File: src/rtl/cursor_pkg.sv
package cursor_pkg;
    localparam int MAP_DIM  = 64;
    localparam int FLD_W    = $clog2(MAP_DIM);
    localparam int ROW_BITS = MAP_DIM * 2;
    localparam int WORDS    = ROW_BITS / 32;
    localparam int WIDX_W   = $clog2(WORDS);

    typedef enum logic [1:0] {
        S_IDLE  = 2'd0,
        S_FETCH = 2'd1,
        S_SHOW  = 2'd2
    } fetch_st_t;

    typedef enum logic [1:0] {
        C_BG    = 2'b00,
        C_FG    = 2'b01,
        C_CLEAR = 2'b10,
        C_INV   = 2'b11
    } code_t;
endpackage

File: src/rtl/cur_regs.sv
module cur_regs
    import cursor_pkg::*;
#(
    parameter int CNT_W   = 12,
    parameter int COL_W   = 8,
    parameter int ADR_W   = 31,
    parameter int LINE_LG = 10,
    parameter int PIX_LG  = 0
) (
    input  logic               clk,
    input  logic               rst_n,
    input  logic               wr_en,
    input  logic [2:0]         wr_sel,
    input  logic [15:0]        wr_data,
    output logic               en,
    output logic [ADR_W-1:0]   base,
    output logic [CNT_W-1:0]   cur_x,
    output logic [CNT_W-1:0]   cur_y,
    output logic [COL_W-1:0]   fg,
    output logic [COL_W-1:0]   bg,
    output logic [FLD_W-1:0]   first,
    output logic [FLD_W-1:0]   lines
);
    localparam int BA_W = 34;
    localparam logic [BA_W-1:0] LMASK = (BA_W'(1) << LINE_LG) - BA_W'(1);

    logic [15:0]       base_lo;
    logic [14:0]       base_hi;
    logic [31:0]       pos;
    logic [CNT_W-1:0]  xoff, yoff;
    logic [BA_W-1:0]   ba;

    always_ff @(posedge clk) begin
        if (!rst_n) begin
            en <= 1'b0; base_lo <= '0; base_hi <= '0; pos <= '0;
            xoff <= '0; yoff <= '0; fg <= '0; bg <= '0;
            first <= '0; lines <= '0;
        end else if (wr_en) begin
            unique case (wr_sel)
                3'd0: base_lo <= wr_data;
                3'd1: begin base_hi <= wr_data[14:0]; en <= wr_data[15]; end
                3'd2: pos[15:0] <= wr_data;
                3'd3: pos[31:16] <= wr_data;
                3'd4: xoff <= wr_data[CNT_W-1:0];
                3'd5: yoff <= wr_data[CNT_W-1:0];
                3'd6: begin fg <= wr_data[COL_W-1:0]; bg <= wr_data[8 +: COL_W]; end
                3'd7: begin first <= wr_data[FLD_W-1:0]; lines <= wr_data[8 +: FLD_W]; end
            endcase
        end
    end

    assign base  = ADR_W'({base_hi, base_lo});
    assign ba    = {pos, 2'b00};
    assign cur_y = CNT_W'(ba >> LINE_LG) + yoff;
    assign cur_x = CNT_W'((ba & LMASK) >> PIX_LG) + xoff;
endmodule

File: src/rtl/cur_fetch.sv
module cur_fetch
    import cursor_pkg::*;
#(
    parameter int CNT_W = 12,
    parameter int ADR_W = 31
) (
    input  logic                 clk,
    input  logic                 rst_n,
    input  logic                 en,
    input  logic [ADR_W-1:0]     base,
    input  logic [CNT_W-1:0]     cur_y,
    input  logic [FLD_W-1:0]     lines,
    input  logic                 ln_go,
    input  logic [CNT_W-1:0]     ln_y,
    input  logic                 pix_active,
    output logic                 mem_req,
    output logic [ADR_W-1:0]     mem_addr,
    input  logic                 mem_ack,
    input  logic [31:0]          mem_rdata,
    output logic                 show_ok,
    output logic [ROW_BITS-1:0]  row_bits
);
    fetch_st_t          state, nxt;
    logic [WIDX_W-1:0]  wcnt;
    logic [FLD_W-1:0]   row;
    logic [CNT_W-1:0]   drow;
    logic               hit, take;

    assign drow = ln_y - cur_y;
    assign hit  = en && (ln_y >= cur_y) && (drow < CNT_W'(lines));
    assign take = (state == S_FETCH) && mem_ack && !pix_active && !ln_go;

    // state register
    always_ff @(posedge clk) begin
        if (!rst_n) state <= S_IDLE;
        else        state <= nxt;
    end

    // next state
    always_comb begin
        nxt = state;
        if (ln_go) begin
            nxt = hit ? S_FETCH : S_IDLE;
        end else begin
            unique case (state)
                S_IDLE:  nxt = S_IDLE;
                S_FETCH: begin
                    if (pix_active)
                        nxt = S_IDLE;
                    else if (mem_ack && wcnt == WIDX_W'(WORDS - 1))
                        nxt = S_SHOW;
                end
                S_SHOW:  nxt = S_SHOW;
                default: nxt = S_IDLE;
            endcase
        end
    end

    // outputs
    always_comb begin
        mem_req  = (state == S_FETCH);
        show_ok  = (state == S_SHOW);
        mem_addr = base + ADR_W'({row, wcnt});
    end

    always_ff @(posedge clk) begin
        if (!rst_n) begin
            wcnt <= '0;
            row  <= '0;
        end else if (ln_go) begin
            wcnt <= '0;
            row  <= drow[FLD_W-1:0];
        end else if (take) begin
            wcnt <= wcnt + 1'b1;
        end
    end

    for (genvar w = 0; w < WORDS; w++) begin : g_word
        always_ff @(posedge clk) begin
            if (!rst_n)
                row_bits[w*32 +: 32] <= '0;
            else if (take && wcnt == WIDX_W'(w))
                row_bits[w*32 +: 32] <= mem_rdata;
        end
    end

    a_r4_hold_req: assert property (@(posedge clk) disable iff (!rst_n)
        mem_req && !mem_ack && !pix_active && !ln_go |=> mem_req);
    a_r11_req_after_go: assert property (@(posedge clk) disable iff (!rst_n)
        $rose(mem_req) |-> $past(ln_go));
    a_r10_abort: assert property (@(posedge clk) disable iff (!rst_n)
        mem_req && pix_active && !ln_go |=> !mem_req && !show_ok);
endmodule

File: src/rtl/cur_mix.sv
module cur_mix
    import cursor_pkg::*;
#(
    parameter int CNT_W = 12,
    parameter int COL_W = 8
) (
    input  logic                 clk,
    input  logic                 rst_n,
    input  logic                 en,
    input  logic                 show_ok,
    input  logic                 pix_active,
    input  logic [CNT_W-1:0]     pix_x,
    input  logic [COL_W-1:0]     pix_in,
    input  logic [CNT_W-1:0]     cur_x,
    input  logic [FLD_W-1:0]     first,
    input  logic [COL_W-1:0]     fg,
    input  logic [COL_W-1:0]     bg,
    input  logic [ROW_BITS-1:0]  row_bits,
    output logic [COL_W-1:0]     pix_out
);
    logic [CNT_W-1:0]  dx;
    logic [CNT_W:0]    col_sum;
    logic              in_x;
    logic [FLD_W-1:0]  col;
    code_t             code;
    logic [COL_W-1:0]  mixed;

    always_comb begin
        dx      = pix_x - cur_x;
        col_sum = {1'b0, dx} + (CNT_W+1)'(first);
        in_x    = (pix_x >= cur_x) && (col_sum < (CNT_W+1)'(MAP_DIM));
        col     = col_sum[FLD_W-1:0];
        code    = code_t'(row_bits[{col, 1'b0} +: 2]);
        mixed   = pix_in;
        if (en && show_ok && pix_active && in_x) begin
            unique case (code)
                C_BG:    mixed = bg;
                C_FG:    mixed = fg;
                C_CLEAR: mixed = pix_in;
                C_INV:   mixed = ~pix_in;
            endcase
        end
    end

    always_ff @(posedge clk) begin
        if (!rst_n) pix_out <= '0;
        else        pix_out <= mixed;
    end

    a_r9_bypass_off: assert property (@(posedge clk) disable iff (!rst_n)
        !en |=> pix_out == $past(pix_in));
    a_r9_bypass_blank: assert property (@(posedge clk) disable iff (!rst_n)
        !pix_active |=> pix_out == $past(pix_in));
endmodule

File: src/rtl/cursor_overlay.sv
module cursor_overlay
    import cursor_pkg::*;
#(
    parameter int CNT_W   = 12,
    parameter int COL_W   = 8,
    parameter int ADR_W   = 31,
    parameter int LINE_LG = 10,
    parameter int PIX_LG  = 0
) (
    input  logic              clk,
    input  logic              rst_n,
    input  logic              wr_en,
    input  logic [2:0]        wr_sel,
    input  logic [15:0]       wr_data,
    input  logic              ln_go,
    input  logic [CNT_W-1:0]  ln_y,
    input  logic              pix_active,
    input  logic [CNT_W-1:0]  pix_x,
    input  logic [COL_W-1:0]  pix_in,
    output logic [COL_W-1:0]  pix_out,
    output logic              mem_req,
    output logic [ADR_W-1:0]  mem_addr,
    input  logic              mem_ack,
    input  logic [31:0]       mem_rdata
);
    logic                en, show_ok;
    logic [ADR_W-1:0]    base;
    logic [CNT_W-1:0]    cur_x, cur_y;
    logic [COL_W-1:0]    fg, bg;
    logic [FLD_W-1:0]    first, lines;
    logic [ROW_BITS-1:0] row_bits;

    cur_regs #(.CNT_W(CNT_W), .COL_W(COL_W), .ADR_W(ADR_W),
               .LINE_LG(LINE_LG), .PIX_LG(PIX_LG)) u_regs (
        .clk(clk), .rst_n(rst_n), .wr_en(wr_en), .wr_sel(wr_sel),
        .wr_data(wr_data), .en(en), .base(base), .cur_x(cur_x),
        .cur_y(cur_y), .fg(fg), .bg(bg), .first(first), .lines(lines));

    cur_fetch #(.CNT_W(CNT_W), .ADR_W(ADR_W)) u_fetch (
        .clk(clk), .rst_n(rst_n), .en(en), .base(base), .cur_y(cur_y),
        .lines(lines), .ln_go(ln_go), .ln_y(ln_y), .pix_active(pix_active),
        .mem_req(mem_req), .mem_addr(mem_addr), .mem_ack(mem_ack),
        .mem_rdata(mem_rdata), .show_ok(show_ok), .row_bits(row_bits));

    cur_mix #(.CNT_W(CNT_W), .COL_W(COL_W)) u_mix (
        .clk(clk), .rst_n(rst_n), .en(en), .show_ok(show_ok),
        .pix_active(pix_active), .pix_x(pix_x), .pix_in(pix_in),
        .cur_x(cur_x), .first(first), .fg(fg), .bg(bg),
        .row_bits(row_bits), .pix_out(pix_out));

    a_r1_reset_quiet: assert property (@(posedge clk)
        !rst_n |=> pix_out == '0 && !mem_req);
endmodule

File: config.mk
export PLATFORM = sky130hd
export DESIGN_NAME = cursor_overlay
export DESIGN_NICKNAME = d
export VERILOG_FILES = /design/src/rtl/cursor_pkg.sv /design/src/rtl/cur_regs.sv /design/src/rtl/cur_fetch.sv /design/src/rtl/cur_mix.sv /design/src/rtl/cursor_overlay.sv
export SDC_FILE = /design/constraint.sdc
export NUM_CORES = 1
export LEC_CHECK = 0
export ABC_CLOCK_PERIOD_IN_PS = 9400
export BUFFER_PORTS_ARGS = -buffer_cell sky130_fd_sc_hd__buf_2
export CORE_ASPECT_RATIO = 0.75
export CORE_MARGIN = 3
export CORE_UTILIZATION = 40
export CTS_BUF_LIST = sky130_fd_sc_hd__clkbuf_8
export CTS_CLUSTER_SIZE = 8
export DETAILED_ROUTE_END_ITERATION = 8
export PLACE_DENSITY = 0.66
export SLEW_MARGIN = 20
export SYNTH_ARGS = -nofsm -noshare
export SYNTH_HDL_FRONTEND = slang
export SYNTH_SLANG_ARGS = --single-unit
export TNS_END_PERCENT = 1
File: constraint.sdc
create_clock -name clk -period 9.4 [get_ports clk]
set_clock_uncertainty 0.2 [all_clocks]
set_input_delay 0.47 -clock clk [delete_from_list [all_inputs] [get_ports clk]]
set_output_delay 0.47 -clock clk [all_outputs]
set_load 0.01 [all_outputs]
Word level (Yosys, flattened, before mapping):

Index checks and enable logic that the tools add are counted.

* register bits: 250
* input bits: 89
* output and inout port bits: 40
* word-level logic and storage cells: 84

* add/subtract/negate cells: 7
* magnitude comparators: 4
* equality and inequality tests: 16
* shift-type cells: 1
* mux-type cells: 7
* bitwise gates (word level): 2
* reduce and logical (&&, ||, !) cells: 28

Operators by type and width (number)
* $shiftx 128x8->2: 1
* $pmux 8 s4: 1
* $add 31x8->31: 1
* $ge 12x12->1: 2
* $sub 12x12->12: 2
* $reduce_and 2->1: 8
* $logic_and 1x1->1: 14
* $add 12x6->13: 1
* $lt 13x7->1 const B: 1
* $add 10x12->12: 1
* $add 12x12->12: 1
* $eq 3x3->1 const B: 4
* $lt 12x6->1: 1
* $eq 2x2->1 const B: 5
* $mux 8: 1
* $not 8->8: 1
* $eq 2x1->1 const B: 3
* $eq 3x2->1 const B: 2
* $mux 2: 3
* $logic_not 2->1: 2
* $ne 4x3->1 const B: 1
* $pmux 2 s2: 1
* $eq 3x1->1 const B: 1
* $logic_not 3->1: 1
* other kinds (5): 6

Longest topological paths before layout:

Gate-level depths: netlist of run 1.

* word-level depth: 7
* gate-level depth with buffers: 21

Cells and area by module:

From an unflattened synthesis of run 1, not the netlist that was laid out.

* cells, all modules: 1657
* area, all modules: 13873.3 sq um

By module, submodules not included
* cur_fetch: times used 1, cells each 849, area each 6764.0 sq um, sequential area each 2762.6 sq um
* cur_regs: times used 1, cells each 572, area each 4708.3 sq um, sequential area each 2082.0 sq um
* cur_mix: times used 1, cells each 236, area each 2401.1 sq um, sequential area each 160.2 sq um

Least setup slack after synthesis of run 1:

No wires, ideal clock.

* path type: input-to-reg
* start point: input pix_x[0]
* end point: register u_mix.pix_out[5]
* arrival: 3.930 ns
* required time: 9.078 ns
* setup slack: 5.148 ns
* stages on the path: 14
* path buffers: 2
* cell sequence: inv_1 > ha_1 > inv_1 > fa_1 > fa_1 > clkbuf_1 > mux4_2 > mux4_2 > mux2i_1 > mux2i_2 > buf_6 > mux2_4 > mux2i_1 > o2bb2ai_1

* longest elaborated chain between the ends: 6
* elaborated cells on any way between the ends: 13
* classes of those cells: 2 x add/sub; 2 x order compare; 3 x eq/ne; 1 x shift; 2 x mux; 3 x reduce/logical

RTL lines
* start, declared: RTL line cursor_overlay.sv:18 `input logic [CNT_W-1:0] pix_x,`
* $sub 12x12->12: RTL line cur_mix.sv:29 `dx = pix_x - cur_x;`
* $add 12x6->13: RTL line cur_mix.sv:30 `col_sum = {1'b0, dx} + (CNT_W+1)'(first);`
* $shiftx 128x8->2 / $lt 13x7->1 (equally long branches): RTL line cur_mix.sv:33, cur_mix.sv:31
* $eq 2x2->1, or another cell as far along: RTL line cur_mix.sv:36 `unique case (code)`
* $pmux 8 s4 / $logic_and 1x1->1 (equally long branches): RTL line cur_mix.sv:36, cur_mix.sv:35
* $mux 8 *: RTL line cur_mix.sv:35 `if (en && show_ok && pix_active && in_x) begin`
* end signal, assigned: RTL line cur_mix.sv:47 `else pix_out <= mixed;`
* end, declared: RTL line cur_mix.sv:19 `output logic [COL_W-1:0] pix_out`

Mark *: on every way between the ends. The rest lies on a longest branch, timed or not.
A chain may end at the register's enable or synchronous reset.

Worst setup path after layout of run 1:

* start point: register u_regs.xoff[3]
* end point: register u_mix.pix_out[2]

* longest elaborated chain between the ends: 7
* elaborated cells on any way between the ends: 14
* classes of those cells: 3 x add/sub; 2 x order compare; 3 x eq/ne; 1 x shift; 2 x mux; 3 x reduce/logical

RTL lines
* start, declared: RTL line cur_regs.sv:30 `logic [CNT_W-1:0] xoff, yoff;`
* start signal, assigned: RTL line cur_regs.sv:44 `3'd4: xoff <= wr_data[CNT_W-1:0];`
* $add 10x12->12 *: RTL line cur_regs.sv:55 `assign cur_x = CNT_W'((ba & LMASK) >> PIX_LG) + xoff;`
* $sub 12x12->12: RTL line cur_mix.sv:29
* $add 12x6->13: RTL line cur_mix.sv:30
* $shiftx 128x8->2 / $lt 13x7->1 (equally long branches): RTL line cur_mix.sv:33, cur_mix.sv:31
* $eq 2x2->1, or another cell as far along: RTL line cur_mix.sv:36
* $pmux 8 s4 / $logic_and 1x1->1 (equally long branches): RTL line cur_mix.sv:36, cur_mix.sv:35
* $mux 8 *: RTL line cur_mix.sv:35

Marks and branches as above.

==> metrics.yaml, run 1 <==
place:
  gp_routability_congestion: 0.888
  placement.cell_area_um2: 14400
  hpwlAfterDp_um: 26800
  buffer_ports.inserted: 128
  dp_cells: 2074
  place_ws_ns: 4.70
grt:
  number_of_antenna_violations_at_the_first_check_in_global_routing: 2
  globalRoute.totalOverflow: 0
  number_of_global_route_vias_before_repair: 10900
  global_route.usage.total: 0.209
  grt_max_degree: 100
  grt_pass1_wl_um: 59800
detailed_routing:
  detail-route-antenna-nets: 0
  number_of_vias_per_cell_after_detailed_routing: 5.19
  number_of_iterations_in_the_first_detailed_routing_pass: 5
  wire_per_inst_um: 17.4
  dr_total_vias: 11300
  routed_wl_um: 37900
  post-route-drc-count: 0
  detail_route.iter0.violations: 760
clock_tree:
  cts-root-to-sink-buffers: 3
  cts_setup_buffers: 0
  clk_pin_slew_worst_paths_ns: 0.07
  cts_htree_levels: 2
  tritoncts: "done"
  clock-sinks: 250
  cts_inserted_buffers: 42
  clock_tree.root_cell: "clkbuf_8"
  clock_latency_ns: 0.55
run_status:
  status: "complete, no violations"
critical_path:
  cp.arrival_ns: 5.04
  worst_path_max_delay_cell: "nor4_1"
  criticalPathCategory: "flip-flop to flip-flop"
  required_arrival_time_at_the_worst_endpoint_ns: 9.67
  cp_cell_sequence: "ha_1 > a21o_1 > a21oi_1 > o21ai_0 > a21oi_1 > o21bai_1 > a21oi_1 > nor2b_1 > o21ai_0 > xor2_1 > ha_1 > nand2b_1 > nor2_1 > or4_1 > o21ai_0 > a311oi_1 > nor4_1 > nand2_1 > o2bb2ai_1"
  end_kind: "flip-flop"
  crit_path_max_fo: 8
  critical-path-max-stage-delay_ns: 0.67
  cp-start-kind: "flip-flop"
floorplanning:
  ios: 129
  floorplan.rows: 57
  die_h_um: 165
  coreArea_um2: 32700
  floorplan.initialDensity: 0.410
  die_w_um: 218
  design.die.area_um2: 35800
power_and_ir_drop:
  report.power.total_mw: 2.35
  power_leakage_nw: 5.89
  peak_vdd_ir_mv: 0.0693
  power-per-cell-area_nw_per_um2: 151
layout:
  layout.area.seq_um2: 5000
  post_route_cells_drive_above_1_share: 0.150
  instances_no_fill: 2179
  multi_input_area_um2: 7830
  fillerInstances: 3192
  finish.utilization: 0.475
  layout.cell_area.non_filler_um2: 15500
  finish.net_count: 1869
  layout-area-overhead-vs-synth_pct: 15.8
synthesis:
  post-synth-top-count-cell: "nand2_1"
  ys_seq_elements: 250
  synthTopCellsByCount: "nand2_1 (482), dfxtp_1 (250), a21boi_0 (236)"
  syn-mean-instance-area_um2: 8.53
  synth.top_cells.by_area: "dfxtp_1 (37%), nand2_1 (13%), a21boi_0 (13%)"
  number_of_enable_flip_flop_cells_after_synthesis: 0
  mappedNetlistNets: 1738
  ys_seq_area_frac: 0.373
  area_fraction_of_the_dominant_cell_type_after_synthesis: 0.373
  netlist_instances: 1575
  synth_area_leader_cell: "dfxtp_1"
  async_reset_ff_frac: 0
  synth-main-ff-cell: "dfxtp_1"
  synthesis.area_um2: 13400
  post_synth_num_cell_types: 58
  yosysWarningCount: 0
flow_run:
  max_cap_violation_count: 0
sta:
  setup_viol: 0
  totalNegativeSetupSlack_ns: 0
  timing.final.crit_share: 0.507
  highest_achievable_clock_rate_mhz: 210
  report.final.slew_viol_count: 0
  final-hold-violation-count: 0
  relSlewSlack: 0.345
  setup_ws_ns: 4.64
  slew_worst_pin_ns: 0.979
  final.min_clock_period_ns: 4.76
  setup_repair_after_global_routing_missed_its_margin: "no"
  hold-worst-slack_ns: 0.0302
min_path:
  worstHoldPathType: "primary input to flip-flop"
worst paths after layout:
path	startpoint	to	slack [ns]	cells past startpoint
worst max-delay path	u_regs.xoff[3]$_SDFFE_PN0P_	u_mix.pix_out[2]$_SDFF_PN0_	4.64	19
worst min-delay path	mem_rdata[31]	u_fetch.row_bits[31]$_SDFFE_PN0P_	0.03	3
worst max register to register	u_regs.xoff[3]$_SDFFE_PN0P_	u_mix.pix_out[2]$_SDFF_PN0_	4.64	19
worst min register to register	u_fetch.row_bits[48]$_SDFFE_PN0P_	u_fetch.row_bits[48]$_SDFFE_PN0P_	0.26	2
repair_timing:
| item | in CTS | in global routing |
|---|---|---|
| resized for setup | 0 | 0 |
| hold endpoints to repair | 65 | 0 |
| hold buffers | 30 | 0 |
placed cells by master, fill, tap and decap left out, types with 7 or more instances in the layout:
cell and count:
nor2b_1 21, a21o_1 8, mux4_2 38, buf_2 127, ha_1 67, xnor2_1 37, clkbuf_8 54, nor4_1 7
and3_1 11, nand3_1 22, nand2_1 482, a21oi_1 36, o2bb2ai_1 8, o21bai_1 7, nor3_1 12, dlygate4sd3_1 30
o21ai_0 28, dfxtp_1 250, inv_1 81, a21boi_0 236, nor2_1 30, buf_4 17, xor2_1 20, mux2i_1 33
nand2b_1 7
per-layer routing:
metal	track usage	part of all wire	routed length, um	vias up
li1	-	-	-	5578
met1	0.312	0.50	18800	5373
met2	0.309	0.42	15800	293
met3	0.0434	0.067	2550	53
met4	0.0533	0.017	648	2
met5	0	0.00034	13	-
power breakdown:
group	total, mW	internal (mW)	switching (mW)
Clock	0.986	0.540	0.446
Sequential	1.08	1.07	0.0106
Combinational	0.283	0.122	0.161
sequential cells by signal (all words and copies together), names as in the netlist:
name	flops
u_fetch.row_bits	128
u_regs.pos	20
u_regs.base_lo	16
u_regs.base_hi	15
u_regs.xoff	12
u_regs.yoff	12
u_mix.pix_out	8
u_regs.bg	8
u_regs.fg	8
u_fetch.row	6
u_regs.first	6
u_regs.lines	6
u_fetch.state	2
u_fetch.wcnt	2
u_regs.en	1
area by class of cell:
type                    instances  share of cell area
diodes                          1            0.000161
clock buffers                  54              0.0478
clock inverters                20             0.00684
inverters                      64              0.0155
multi-input cells            1174               0.504
flip-flops and latches        250               0.322
well taps                     442              0.0356
repair buffers                174              0.0684
critical path, delay by kind of cell, from the launching register on:
kind	cells	cell delay, ns
DFF	1	0.34
AOI/OAI and AO/OA	10	1.67
and+or+nand+nor	6	1.74
adders and majority gates	2	0.59
xor gates and xnor gates	1	0.17
cells by family (layout without fill, tap and decap cells):
kind of cell | after synthesis | in the layout | synth area share
adder cells (fa/ha/maj) | 74 | 74 | 0.0723
AND/OR/NAND/NOR | 611 | 611 | 0.187
XOR/XNOR | 60 | 60 | 0.0416
buffers and inverters | 151 | 312 | 0.0445
multiplexers | 80 | 80 | 0.0966
flip-flops | 250 | 250 | 0.373
AO/OA/AOI/OAI | 349 | 349 | 0.186
other | 0 | 1 | 0
Note: power is estimated with default switching activity, not from simulation.
==> run 2: changes to the inputs <==
Settings changed: ABC_AREA set to 1, ABC_CLOCK_PERIOD_IN_PS 9400 to 4270, PLACE_DENSITY 0.66 to 0.68.
Clock period 9.4 ns to 4.27 ns, I/O delays scaled along.
==> run 2 against run 1 <==
Effect of this change:
- critical path depth is 1 higher
- fmax increased by 20%
- utilization rose by 1.6 points
- synthesized cell count rose by 28%
- design area is 4.3% higher
- largest power group unchanged
==> metrics.yaml, run 2 <==
clock_tree:
  tritoncts: "done"
  clock_latency_ns: 0.58  # +0.03 ns
  clk_pin_slew_worst_paths_ns: 0.06  # about the same
  cts-root-to-sink-buffers: 3  # unchanged
  clock_tree.root_cell: "clkbuf_8"
  cts_htree_levels: 2  # unchanged
  cts_inserted_buffers: 42  # unchanged
  clock-sinks: 250  # unchanged
layout:
  most-common-layout-cells: "nand2_1 (432), nor2_1 (277), nand3_1 (259)"
  layout_top_registers: "u_fetch.row_bits x128, u_regs.pos x20, u_regs.base_lo x16"
  post_route_cells_drive_above_1_share: 0.109  # -0.0405
  finish.net_count: 2339  # +25%
  largest_register: "u_fetch.row_bits"
  layout-area-overhead-vs-synth_pct: 18.6
  layout.cell_area.non_filler_um2: 16200  # +4.3%
  finish.utilization: 0.491  # +0.0159
  final_common_cell: "nand2_1"
  largest_register_ff_count: 128  # unchanged
  instances_no_fill: 2649  # +22%
run_status:
  status: "complete, no violations"
synthesis:
  synth.top_cells.by_area: "dfxtp_1 (37%), nand2_1 (12%), nand3_1 (9.5%)"
  mappedNetlistNets: 2175  # +25%
  synth-main-ff-cell: "dfxtp_1"
  async_reset_ff_frac: 0  # unchanged
  synthesis.area_um2: 13700  # +1.8%
  syn-mean-instance-area_um2: 6.79  # -20%
  yosysWarningCount: 0  # unchanged
  synth_area_leader_cell: "dfxtp_1"
  post-synth-top-count-cell: "nand2_1"
  ys_seq_elements: 250  # unchanged
  area_fraction_of_the_dominant_cell_type_after_synthesis: 0.366  # -0.00648
  post_synth_num_cell_types: 42  # -28%
  ys_seq_area_frac: 0.366  # -0.00648
  netlist_instances: 2012  # +28%
  number_of_enable_flip_flop_cells_after_synthesis: 0  # unchanged
  synthTopCellsByCount: "nand2_1 (434), nor2_1 (277), nand3_1 (259)"
place:
  placement.cell_area_um2: 14600  # +1.6%
  dp_cells: 2502  # +21%
  place_ws_ns: 0.182  # -4.52 ns
  hpwlAfterDp_um: 29800  # +11%
  gp_routability_congestion: 0.927  # +4.4%
  buffer_ports.inserted: 128  # unchanged
sta:
  timing.final.crit_share: 0.933  # +0.427
  slew_worst_pin_ns: 1.09  # +0.107 ns
  highest_achievable_clock_rate_mhz: 251  # +20%
  final.min_clock_period_ns: 3.99  # -0.779 ns
  setup_viol: 0  # unchanged
  hold-worst-slack_ns: 0.0365  # +0.00628 ns
  final-hold-violation-count: 0  # unchanged
  totalNegativeSetupSlack_ns: 0  # unchanged
  report.final.slew_viol_count: 0  # unchanged
  setup_ws_ns: 0.284  # -4.35 ns
  relSlewSlack: 0.275  # -0.0698
detailed_routing:
  dr_total_vias: 14100  # +25%
  routed_wl_um: 44000  # +16%
  number_of_iterations_in_the_first_detailed_routing_pass: 6  # +1
  post-route-drc-count: 0  # unchanged
  detail_route.iter0.violations: 1483  # +95%
  detail-route-antenna-nets: 0  # unchanged
  number_of_vias_per_cell_after_detailed_routing: 5.31  # +2.4%
  wire_per_inst_um: 16.6  # -4.4%
grt:
  number_of_global_route_vias_before_repair: 13100  # +20%
  global_route.usage.total: 0.236  # +0.0265
  number_of_antenna_violations_at_the_first_check_in_global_routing: 1  # -1
  grt_max_degree: 125  # +25%
  grt_pass1_wl_um: 70200  # +17%
  globalRoute.totalOverflow: 0  # unchanged
floorplanning:
  floorplan.rows: 57  # unchanged
  design.die.area_um2: 36400  # +1.7%
  floorplan.initialDensity: 0.414  # +0.00365
  coreArea_um2: 33000  # +0.87%
  ios: 129  # unchanged
  die_w_um: 219  # +0.86%
  die_h_um: 166  # +0.85%
critical_path:
  end_kind: "flip-flop"
  crit_path_max_fo: 17  # +9
  cp.arrival_ns: 4.29  # -0.75 ns
  criticalPathCategory: "flip-flop to flip-flop"
  required_arrival_time_at_the_worst_endpoint_ns: 4.57  # -5.10 ns
  cp-start-kind: "flip-flop"
flow_run:
  max_cap_violation_count: 0  # unchanged
min_path:
  worstHoldPathType: "primary input to flip-flop"
power_and_ir_drop:
  report.power.total_mw: 5.84  # +150%
  peak_vdd_ir_mv: 0.281  # +300%
  power_leakage_nw: 7.03  # +19%
  power-per-cell-area_nw_per_um2: 360  # +140%
-- run 2: changes by cell type after synthesis, sizes merged, moves of 43 or more --
| cell | previous run | this run |
|---|---|---|
| nand3 | 22 | 262 |
| inv | 64 | 136 |
| a21oi | 37 | 186 |
| nand2 | 482 | 439 |
| nor2 | 32 | 281 |
| a21boi | 236 | 0 |
| o21ai | 28 | 175 |
-- run 2: path summary, 6_finish.rpt --
path                                                         from                           endpoint  slack [ns]  cells past startpoint
worst max-delay path                  u_regs.xoff[2]$_SDFFE_PN0P_        u_mix.pix_out[3]$_SDFF_PN0_        0.28                     20
worst min-delay path                                    wr_sel[1]        u_regs.pos[16]$_SDFFE_PN0P_        0.04                      5
worst max register to register        u_regs.xoff[2]$_SDFFE_PN0P_        u_mix.pix_out[3]$_SDFF_PN0_        0.28                     20
worst min register to register  u_fetch.row_bits[61]$_SDFFE_PN0P_  u_fetch.row_bits[61]$_SDFFE_PN0P_        0.26                      2
-- run 2: final cells by class --
type,instances,area [um^2]
inverters,138,520
repair buffers,221,1550
multi-input cells,1523,7740
diodes,1,2.50
well taps,442,553
flip-flops and latches,250,5000
clock buffers,51,702
clock inverters,23,128
fillers,3297,16800
-- run 2: cell families (layout without fill, tap and decap cells) --
logic type / Yosys count / after routing / synth area share
AND/OR/NAND/NOR: 1014 / 1014 / 0.313
AO/OA/AOI/OAI: 377 / 377 / 0.143
adder cells (fa/ha/maj): 74 / 74 / 0.0710
other: 0 / 1 / 0
XOR/XNOR: 58 / 58 / 0.0372
flip-flops: 250 / 250 / 0.366
buffers and inverters: 239 / 433 / 0.0697
-- run 2: what timing repair did --
action                                 in CTS  in global routing
hold buffers                               70                  0
setup endpoints to repair                   0                  8
setup buffers                               0                  1
resized for setup                           0                 10
endpoints found under the hold margin     250                  0
-- run 2: critical path, cell delays in order (launching register included) --
cell and delay [ns]:
dfxtp_1 0.31, ha_1 0.22, inv_1 0.07, fa_2 0.43, ha_1 0.36, xnor2_1 0.18, inv_1 0.06, ha_1 0.33
a21oi_1 0.30, nand2_1 0.08, nand2_1 0.07, nand2_1 0.12, inv_1 0.15, nand3_1 0.14, nand3_4 0.15, nand2_4 0.16
nor2_4 0.26, nand2_1 0.09, nand3_1 0.10, nand2_1 0.06, inv_1 0.05
-- run 2: layer usage --
metal  track usage  vias to the layer above  part of all wire  wire, um
met5             0                        -                 0         0
met4        0.0583                        0             0.020       870
met3        0.0465                       72             0.082      3620
met2         0.342                      519              0.41     18300
met1         0.356                     6531              0.48     21300
li1              -                     6947                 -         -
-- run 2: where the power goes --
part / switching (mW) / total (mW) / internal (mW)
registers: 0.0299 / 2.41 / 2.38
clock network: 1.02 / 2.16 / 1.14
logic: 0.847 / 1.27 / 0.426
total: 1.90 / 5.84 / 3.94
